==> src/rtl/trk_pkg.sv <==
package trk_pkg;
  typedef enum logic {
    ST_OK  = 1'b0,
    ST_FLT = 1'b1
  } trk_state_e;

  function automatic int trk_cnt_w(input int det, input int clr);
    int m;
    m = (det > clr) ? det : clr;
    return (m < 2) ? 1 : $clog2(m);
  endfunction
endpackage

==> src/rtl/trk_cmp.sv <==
module trk_cmp #(
  parameter int N_CH = 8
) (
  input  logic [N_CH-1:0] exp_lvl_i,
  input  logic [N_CH-1:0] drv_en_i,
  input  logic [N_CH-1:0] fb_hi_i,
  input  logic [N_CH-1:0] fb_lo_i,
  output logic [N_CH-1:0] mism_o
);
  for (genvar g = 0; g < N_CH; g++) begin : g_ch
    logic in_band;
    assign in_band   = exp_lvl_i[g] ? fb_hi_i[g] : fb_lo_i[g];
    assign mism_o[g] = drv_en_i[g] & ~in_band;
  end
endmodule

==> src/rtl/trk_timer.sv <==
module trk_timer
  import trk_pkg::*;
#(
  parameter int DETECT_CYC = 4,
  parameter int CLEAR_CYC  = 40,
  parameter int CW         = trk_cnt_w(DETECT_CYC, CLEAR_CYC)
) (
  input  logic          clk_i,
  input  logic          rst_ni,
  input  logic          mism_i,
  output logic          flt_o,
  output logic [CW-1:0] cnt_o
);
  localparam logic [CW-1:0] DET_LIM = CW'(DETECT_CYC - 1);
  localparam logic [CW-1:0] CLR_LIM = CW'(CLEAR_CYC - 1);

  trk_state_e    st_q, st_d;
  logic [CW-1:0] cnt_q, cnt_d;

  always_comb begin
    st_d  = st_q;
    cnt_d = '0;
    unique case (st_q)
      ST_OK: if (mism_i) begin
        if (cnt_q == DET_LIM) st_d  = ST_FLT;
        else                  cnt_d = cnt_q + 1'b1;
      end
      ST_FLT: if (!mism_i) begin
        if (cnt_q == CLR_LIM) st_d  = ST_OK;
        else                  cnt_d = cnt_q + 1'b1;
      end
      default: st_d = ST_OK;
    endcase
  end

  always_ff @(posedge clk_i or negedge rst_ni) begin
    if (!rst_ni) begin
      st_q  <= ST_OK;
      cnt_q <= '0;
    end else begin
      st_q  <= st_d;
      cnt_q <= cnt_d;
    end
  end

  assign flt_o = (st_q == ST_FLT);
  assign cnt_o = cnt_q;
endmodule

==> src/rtl/trk_fault_mon.sv <==
module trk_fault_mon
  import trk_pkg::*;
#(
  parameter int N_CH       = 8,
  parameter int DETECT_CYC = 4,
  parameter int CLEAR_CYC  = 40
) (
  input  logic            clk_i,
  input  logic            rst_ni,
  input  logic [N_CH-1:0] exp_lvl_i,
  input  logic [N_CH-1:0] drv_en_i,
  input  logic [N_CH-1:0] fb_hi_i,
  input  logic [N_CH-1:0] fb_lo_i,
  output logic            fault_no
);
  localparam int CW = trk_cnt_w(DETECT_CYC, CLEAR_CYC);

  logic [N_CH-1:0] mism;
  logic            any_mism;
  logic            flt;
  logic [CW-1:0]   tmr_cnt;

  trk_cmp #(.N_CH(N_CH)) u_cmp (
    .exp_lvl_i(exp_lvl_i),
    .drv_en_i (drv_en_i),
    .fb_hi_i  (fb_hi_i),
    .fb_lo_i  (fb_lo_i),
    .mism_o   (mism)
  );

  assign any_mism = |mism;

  trk_timer #(
    .DETECT_CYC(DETECT_CYC),
    .CLEAR_CYC (CLEAR_CYC),
    .CW        (CW)
  ) u_tmr (
    .clk_i (clk_i),
    .rst_ni(rst_ni),
    .mism_i(any_mism),
    .flt_o (flt),
    .cnt_o (tmr_cnt)
  );

  assign fault_no = ~flt;
endmodule

==> config.mk <==
export PLATFORM = sky130hd
export DESIGN_NAME = trk_fault_mon
export DESIGN_NICKNAME = d
export VERILOG_FILES = /design/src/rtl/trk_pkg.sv /design/src/rtl/trk_cmp.sv /design/src/rtl/trk_timer.sv /design/src/rtl/trk_fault_mon.sv
export SDC_FILE = /design/constraint.sdc
export NUM_CORES = 1
export LEC_CHECK = 0
export ABC_CLOCK_PERIOD_IN_PS = 2000
export CAP_MARGIN = 20
export CORE_MARGIN = 4
export CORE_UTILIZATION = 35
export DETAILED_ROUTE_END_ITERATION = 8
export GPL_TIMING_DRIVEN = 0
export PLACE_DENSITY = 0.78
export SLEW_MARGIN = 20
export SYNTH_ARGS = -nofsm -noshare
export SYNTH_HDL_FRONTEND = slang
export SYNTH_HIERARCHICAL = 1
export SYNTH_SLANG_ARGS = --single-unit
==> constraint.sdc <==
create_clock -name clk_i -period 2 [get_ports clk_i]
set_clock_uncertainty 0.2 [all_clocks]
set_input_delay 0.3 -clock clk_i [delete_from_list [all_inputs] [get_ports clk_i]]
set_output_delay 0.3 -clock clk_i [all_outputs]
set_load 0.02 [all_outputs]
; Word level (Yosys, flattened, before mapping)
; Index checks and enable logic that the tools add are counted.
[totals]
reg_bits = 7
[op_classes]
add_sub_neg = 1
eq_ne = 2
muxes = 18
n_bitwise = 17
n_reduce_logical = 1
[ops]
columns = op, n
row1 = $mux W6, 4
row2 = $mux W1, 12
row3 = $pmux W6 S2, 1
row4 = $not A1 Y1, 9
row5 = $and A1 B1 Y1, 8
row6 = $reduce_or A8 Y1, 1
row7 = $add A6 B1 Y6 const B, 1
row8 = $eq A6 B2 Y1 const B, 1
row9 = $eq A6 B6 Y1 const B, 1
row10 = $pmux W1 S2, 1

; Logic depth before layout (Yosys ltp)
; Gate-level depths: netlist (run 1).
[logic_depth]
ltp_word = 6
ltp_mapped = 7
ltp_nobuf = 7

; Hierarchy
; The synthesis (run 1) kept the hierarchy.
[modules_own_cells]
columns = mod, n_inst, cells_each, area_per_inst_um2, seq_area_each_um2
row1 = trk_timer, 1, 40, 390.4, 175.2
row2 = trk_cmp, 1, 16, 130.1, 0.0
row3 = trk_fault_mon, 1, 4, 20.0, 0.0

; Worst setup path before layout (run 1)
; Ideal clock, no wire load.
[synth_timing]
kind = input -> register
startpoint = input port exp_lvl_i[1]
endpoint = register u_tmr.cnt_q[5] (netlist: u_tmr/cnt_o[5])
t_arrival_ns = 1.592
t_required_ns = 1.717
setup_slack_ns = 0.125
cell_stages = 7
path_buffers = 0
path_cell_list = mux2i_1 and2_1 nor4_1 nand2_1 xnor2_1 or4_1 o21ai_0
[synth_via]
elab_chain_len = 6
word_cells_on_any_way = 7
cone_classes = mux: 4 / bitwise: 2 / reduce/logical: 1
[synth_rtl]
columns = item, line
row1 = "start, declared", trk_fault_mon.sv:10  ; input logic [N_CH-1:0] exp_lvl_i,
row2 = $mux W1 (*), trk_cmp.sv:12  ; assign in_band = exp_lvl_i[g] ? fb_hi_i[g] : fb_lo_i[g];
row3 = $not A1 Y1 (*), trk_cmp.sv:13  ; assign mism_o[g] = drv_en_i[g] & ~in_band;
row4 = $and A1 B1 Y1 (*), trk_cmp.sv:13
row5 = named net mism[1], trk_fault_mon.sv:18  ; logic [N_CH-1:0] mism;
row6 = $reduce_or A8 Y1 (*), trk_fault_mon.sv:31  ; assign any_mism = |mism;
row7 = named net any_mism, trk_fault_mon.sv:19  ; logic any_mism;
row8 = "$mux W6, on equally long branches", "trk_timer.sv:28, trk_timer.sv:24"
row9 = $pmux W6 S2 (*), trk_timer.sv:23  ; unique case (st_q)
row10 = named net u_tmr.cnt_d[5], trk_timer.sv:18  ; logic [CW-1:0] cnt_q, cnt_d;
row11 = "end signal, assigned", trk_timer.sv:42  ; cnt_q <= cnt_d;
row12 = "end, declared", trk_timer.sv:18
; The timed path passes the listed nets; every way through them passes the cells marked *.

; Worst setup path in the final report (run 1)
[layout_timing]
startpoint = input port exp_lvl_i[2]
endpoint = register u_tmr.cnt_q[5] (netlist: u_tmr/cnt_o[5])
; Same word-level chain as after synthesis.

==> results.json, run 1 <==
{
  "ys.flop_type": "dfrtp_1",
  "worstPathMaxFanout": 3,
  "vias": 631,
  "layout_setup_ws_ps": 80.4,
  "timing.fmax_mhz": 521,
  "internal_power_uw": 292,
  "clockPowerShare_pct": 34.0,
  "postSynthAreaPerCell_um2": 9.01,
  "setup_violations": 0,
  "worst_path_largest_cell_delay_ps": 480,
  "syn_nets": 95,
  "synthArstFlopShare_pct": 100,
  "maxSlewHeadroom_pct": 78.1,
  "drv_cap": 0,
  "netlist_area_um2": 541,
  "synth_edf_count": 0,
  "grt_pass1_vias": 637,
  "ctsRootBufferMaster": "clkbuf_4",
  "ys_seq_area_share_pct": 32.4,
  "min_period_ps": 1920,
  "place_congestion": 0.759,
  "power.density_nw_per_um2": 385,
  "route.detailed.drc": 0,
  "cpMaxStageDelayCell": "or4_1",
  "synth_area_leaders": "dfrtp_1 (32%), mux2i_1 (15%), and2_1 (9.3%), a21oi_1 (4.6%), o21ai_0 (4.6%)",
  "netSwitchingPower_uw": 98.0,
  "rows": 13,
  "final_cells": 116,
  "slew_violations": 0,
  "critPathArrivalTime_ps": 1910,
  "setup_tns_ps": 0,
  "leakage_nw": 0.540,
  "synth_common_cells": "and2_1 (8), mux2i_1 (8), dfrtp_1 (7)",
  "criticalPathCategory": "in -> reg",
  "hp-class": "in -> async",
  "post-dp-hpwl_um": 1390,
  "power_frac_comb_pct": 28.8,
  "p_total_uw": 390,
  "ant_nets": 0,
  "cts_tree": "built",
  "hold_buffers": 0,
  "clk_pin_slew_ps": 60,
  "endpoint_kind": "register",
  "die_w_um": 47.3,
  "netlist.area_leader.share_pct": 32.4,
  "seqPwrFrac_pct": 37.2,
  "status": "finished, final reports clean",
  "nNetsFinal": 137,
  "grt_max_degree": 9,
  "post-route-period-util_pct": 96.0,
  "yosysUniqueCellTypes": 22,
  "place.port_buffers": 34,
  "swShare_pct": 25.1,
  "avgViaCountPerCell": 5.44,
  "critPathBufInv": 1,
  "antenna_found_initial": 0,
  "cp_top_family": "simple AND/OR/NAND/NOR gates",
  "synth_cells": 60,
  "dp_cells": 109,
  "drt_first_pass_iters": 4,
  "ir_drop_v": 0.000336,
  "cts_buffer_depth": 2,
  "grt-ovfl-total": 0,
  "cp.required_ps": 1990,
  "cts_max_level": 1,
  "core_area_um2": 1380,
  "areaGrowthSynthToFinish_pct": 87.3,
  "worst_slew_pin_slew_ps": 324,
  "ys_warn_count": 6,
  "drive_above_1_share_pct": 21.8,
  "drt-total-wl_um": 1840,
  "clock-sinks": 7,
  "critPathLaunchType": "input pin",
  "synth_area_leader_cell": "dfrtp_1",
  "drtIter0Drc": 11,
  "insertion_delay_ps": 260,
  "pin_count": 35,
  "grt_pass1_wl_um": 2690,
  "place_ws_ps": -534,
  "track_usage_pct": 18.1,
  "numCtsBuffers": 3,
  "die_y_um": 47.3,
  "crit_chain": "dlygate4sd2_1, mux2i_1, and2_4, nor4_4, nand2_2, xnor2_2, or4_1, o21ai_1",
  "wl_per_cell_um": 15.8,
  "antenna-diode-count": 0,
  "synth-seq-cells": 7,
  "fp.dieArea_um2": 2240,
  "initial_utilization_pct": 39.1,
  "hold_violations": 0
}
what timing repair did:
item,CTS,global route
setup buffers,2,1
endpoints found under the setup margin,5,5
hold endpoints to repair,0,0
pin swaps,13,9
gates resized for setup,25,25
cells by family (layout without fill, tap and decap cells):
| group | after synthesis | after routing | share of synthesized area [%] |
|---|---|---|---|
| adders and majority gates | 1 | 1 | 2.31 |
| DFF | 7 | 7 | 32.4 |
| and+or+nand+nor | 24 | 24 | 29.2 |
| xor gates and xnor gates | 3 | 3 | 4.86 |
| muxes | 8 | 8 | 14.8 |
| AOI/OAI and AO/OA | 14 | 14 | 14.4 |
| buffers and inverters | 3 | 44 | 2.08 |
flip-flops by register name, summed over array words and instances, names as in the netlist:
name and count:
u_tmr/cnt_o 6, u_tmr/flt_o 1
cell usage in the layout, fill, tap and decap left out, types with 2 or more instances in the layout:
cell type | Yosys | layout
nand3_1 | 3 | 3
dfrtp_1 | 7 | 7
clkdlybuf4s15_1 | 0 | 2
and2_1 | 8 | 2
clkdlybuf4s50_1 | 0 | 4
mux2i_1 | 8 | 8
a21oi_1 | 5 | 5
and2_4 | 0 | 6
dlymetal6s2s_1 | 0 | 11
buf_4 | 0 | 3
nor2b_2 | 0 | 2
inv_1 | 3 | 3
o21ai_0 | 5 | 3
nor4_4 | 0 | 2
nand2_1 | 3 | 2
clkbuf_4 | 0 | 3
dlygate4sd2_1 | 0 | 16
xor2_1 | 2 | 2
nand4bb_1 | 2 | 2
o21ai_1 | 1 | 3
through the flow:
step	utilization (%)	hold slack, ps	area (µm²)
global placement	65.1	270	900
floorplan	-	-196	541
global route	73.2	111	1010
detailed placement	65.1	288	900
finish	73.2	101	1010
CTS	67.8	102	937
layer usage:
metal	share of wire [%]	global-route usage (%)	routed length, µm
met3	4.9	6.90	89
met4	1.3	6.63	23
met1	33	15.9	613
met2	60	36.1	1110
met5	0	0	0
worst paths after layout:
kind / from / to / slack, ps / cells past startpoint
max in group asynchronous: rst_ni / u_tmr/cnt_o[2] / 1240 / 1
max: exp_lvl_i[2] / u_tmr/cnt_o[5] / 80 / 8
min in group clk_i: u_tmr/cnt_o[0] / u_tmr/cnt_o[0] / 290 / 1
max reg2reg: u_tmr/cnt_o[0] / u_tmr/cnt_o[3] / 190 / 4
min: rst_ni / u_tmr/cnt_o[4] / 100 / 1
min reg2reg: u_tmr/cnt_o[0] / u_tmr/cnt_o[0] / 290 / 1
power by group through the flow:
stage / sequential (mW) / combinational, mW / clock (mW)
3_5_place_dp: 0.148 / 0.101 / 0
6_report: 0.145 / 0.112 / 0.132
2_1_floorplan: 0.147 / 0.0282 / 0
5_1_grt: 0.145 / 0.121 / 0.148
3_3_place_gp: 0.147 / 0.0983 / 0
4_1_cts: 0.145 / 0.0955 / 0.137
area by class of cell:
type                       count  area [µm²]
sequential                     7         175
clock buffer                   3        22.5
tap                           15        18.8
inverter                       3        11.3
timing repair buffer          37         365
fill                         122         370
multi-input combinational     50         414
clock inverter                 1        5.00
Power figures use the tool's default switching activity.
==> run 2, diff against run 1 <==
--- a/config.mk
+++ b/config.mk
@@ -7,7 +7,6 @@
 export LEC_CHECK = 0
 export ABC_CLOCK_PERIOD_IN_PS = 2000
 export CAP_MARGIN = 20
-export CORE_MARGIN = 4
 export CORE_UTILIZATION = 35
 export DETAILED_ROUTE_END_ITERATION = 8
 export GPL_TIMING_DRIVEN = 0
==> run 2 against run 1 <==
Against the previous run:
- via count up 0.16%
- critical path depth down 1
- worst hold slack improved by 1.1 ps
- clock-buffer cell count is the same
- first-iteration DRC count rose by 73%
- worst setup slack lost 56 ps
- sequential share of layout area down 0.17 points
- clock power about the same
- combinational power about the same
- critical path type unchanged
- largest power group unchanged
==> results.json, run 2 (same netlist as run 1, synthesis figures left out) <==
{
  "place.port_buffers": 34,
  "cts_max_level": 1,
  "antenna_found_initial": 0,
  "numCtsBuffers": 3,
  "worst_slew_pin_slew_ps": 341,
  "hp-class": "in -> async",
  "fp.dieArea_um2": 1710,
  "cts_tree": "built",
  "drt_first_pass_iters": 4,
  "drtIter0Drc": 19,
  "worst-path-stages": 7,
  "maxSlewHeadroom_pct": 77.2,
  "fin_util_pct": 74.8,
  "grt_pass1_wl_um": 2430,
  "status": "finished, final reports clean",
  "areaGrowthSynthToFinish_pct": 89.1,
  "hold_violations": 0,
  "drt-total-wl_um": 1850,
  "final_cell_mix": "dlygate4sd2_1 (17), dlymetal6s2s_1 (11), mux2i_1 (8), and2_4 (7), dfrtp_1 (7)",
  "r2r_slack_ps": 170,
  "place_congestion": 0.687,
  "crit_chain": "clkdlybuf4s50_1, and2_4, nor4_4, nand2_2, xnor2_2, or4_1, o21ai_1",
  "r2r-end": "u_tmr/cnt_o[4]",
  "cp_top_family": "simple AND/OR/NAND/NOR gates",
  "grt-ovfl-total": 0,
  "grt_pass1_vias": 605,
  "die_y_um": 41.3,
  "hold_buffers": 0,
  "drv_cap": 0,
  "wl_per_cell_um": 16.1,
  "critPathArrivalTime_ps": 1960,
  "criticalPathCategory": "in -> reg",
  "antenna-diode-count": 0,
  "hold_slack_ps": 102,
  "cp.required_ps": 1990,
  "vias": 632,
  "power.density_nw_per_um2": 385,
  "track_usage_pct": 23.3,
  "timing.fmax_mhz": 506,
  "r2r-start": "u_tmr/cnt_o[0]",
  "insertion_delay_ps": 260,
  "grt_max_degree": 9,
  "drive_above_1_share_pct": 23.0,
  "post-route-period-util_pct": 98.8,
  "layout_setup_ws_ps": 24.2,
  "initial_utilization_pct": 39.6,
  "worst_path_largest_cell_delay_ps": 470,
  "cts_buffer_depth": 2,
  "avgViaCountPerCell": 5.50,
  "dp_cells": 109,
  "pin_count": 35,
  "rows": 13,
  "ant_nets": 0,
  "critPathBufInv": 1,
  "leakage_nw": 0.540,
  "cp-endpoint": "u_tmr/cnt_o[5]",
  "slew_violations": 0,
  "clock-sinks": 7,
  "cp-startpoint": "drv_en_i[7]",
  "final_cells": 115,
  "clk_pin_slew_ps": 60,
  "place_ws_ps": -487,
  "die_w_um": 41.3,
  "post-dp-hpwl_um": 1240,
  "core_area_um2": 1370,
  "min_period_ps": 1980,
  "endpoint_kind": "register",
  "setup_tns_ps": 0,
  "largest_reg_flops": 6,
  "reg2reg_depth": 4,
  "cpMaxStageDelayCell": "or4_1",
  "critPathLaunchType": "input pin",
  "ctsRootBufferMaster": "clkbuf_4",
  "nNetsFinal": 136,
  "final_common_cell": "dlygate4sd2_1",
  "setup_violations": 0,
  "ir_drop_v": 0.000382,
  "worstPathMaxFanout": 3,
  "route.detailed.drc": 0
}
## run 2: metal layers
layer  vias to the layer above  share of wire, %  GRT usage (%)
li1                        302                 -              -
met3                         4               4.3           10.1
met1                       306                35           20.7
met5                         -                 0              0
met2                        20                59           46.9
met4                         0               1.6           5.65
## run 2: report_power, final
part	leakage, nW	switching [mW]	internal (mW)
combinational	0.431	0.0387	0.0762
sequential	0.0922	0.00168	0.143
clock	0.0177	0.0599	0.0735
total	0.540	0.100	0.293
## run 2: layout make-up
type | count | area (µm²)
fill | 105 | 344
sequential | 7 | 175
clock inverter | 1 | 5.00
timing repair buffer | 36 | 365
inverter | 3 | 11.3
tap | 15 | 18.8
multi-input combinational | 50 | 424
clock buffer | 3 | 22.5
## run 2: worst min-delay path by stage
stage	endpoint	slack, ps	cells after the start
floorplan	u_tmr/cnt_o[0]	-200	0
global placement	u_tmr/cnt_o[0]	270	1
detailed placement	u_tmr/cnt_o[0]	280	1
CTS	u_tmr/cnt_o[4]	110	1
global route	u_tmr/cnt_o[4]	120	1
finish	u_tmr/cnt_o[4]	100	1
## run 2: worst register-to-register path: cells and delay by family (launching register included)
| kind | cells | cell delay (ps) |
|---|---|---|
| adders and majority gates | 1 | 320 |
| and+or+nand+nor | 1 | 520 |
| AOI/OAI and AO/OA | 2 | 290 |
| DFF | 1 | 390 |
## run 2: stage by stage
step | power (mW) | cell area, µm²
global placement | 0.246 | 900
CTS | 0.376 | 938
floorplan | 0.176 | 541
detailed placement | 0.248 | 900
global route | 0.418 | 1020
finish | 0.393 | 1020
## run 2: what timing repair did
action                                  in CTS  in global routing
endpoints found under the hold margin        0                  0
pin swaps                                   10                 10
endpoints found under the setup margin       4                  5
setup buffers                                2                  0
resized for setup                           24                 26
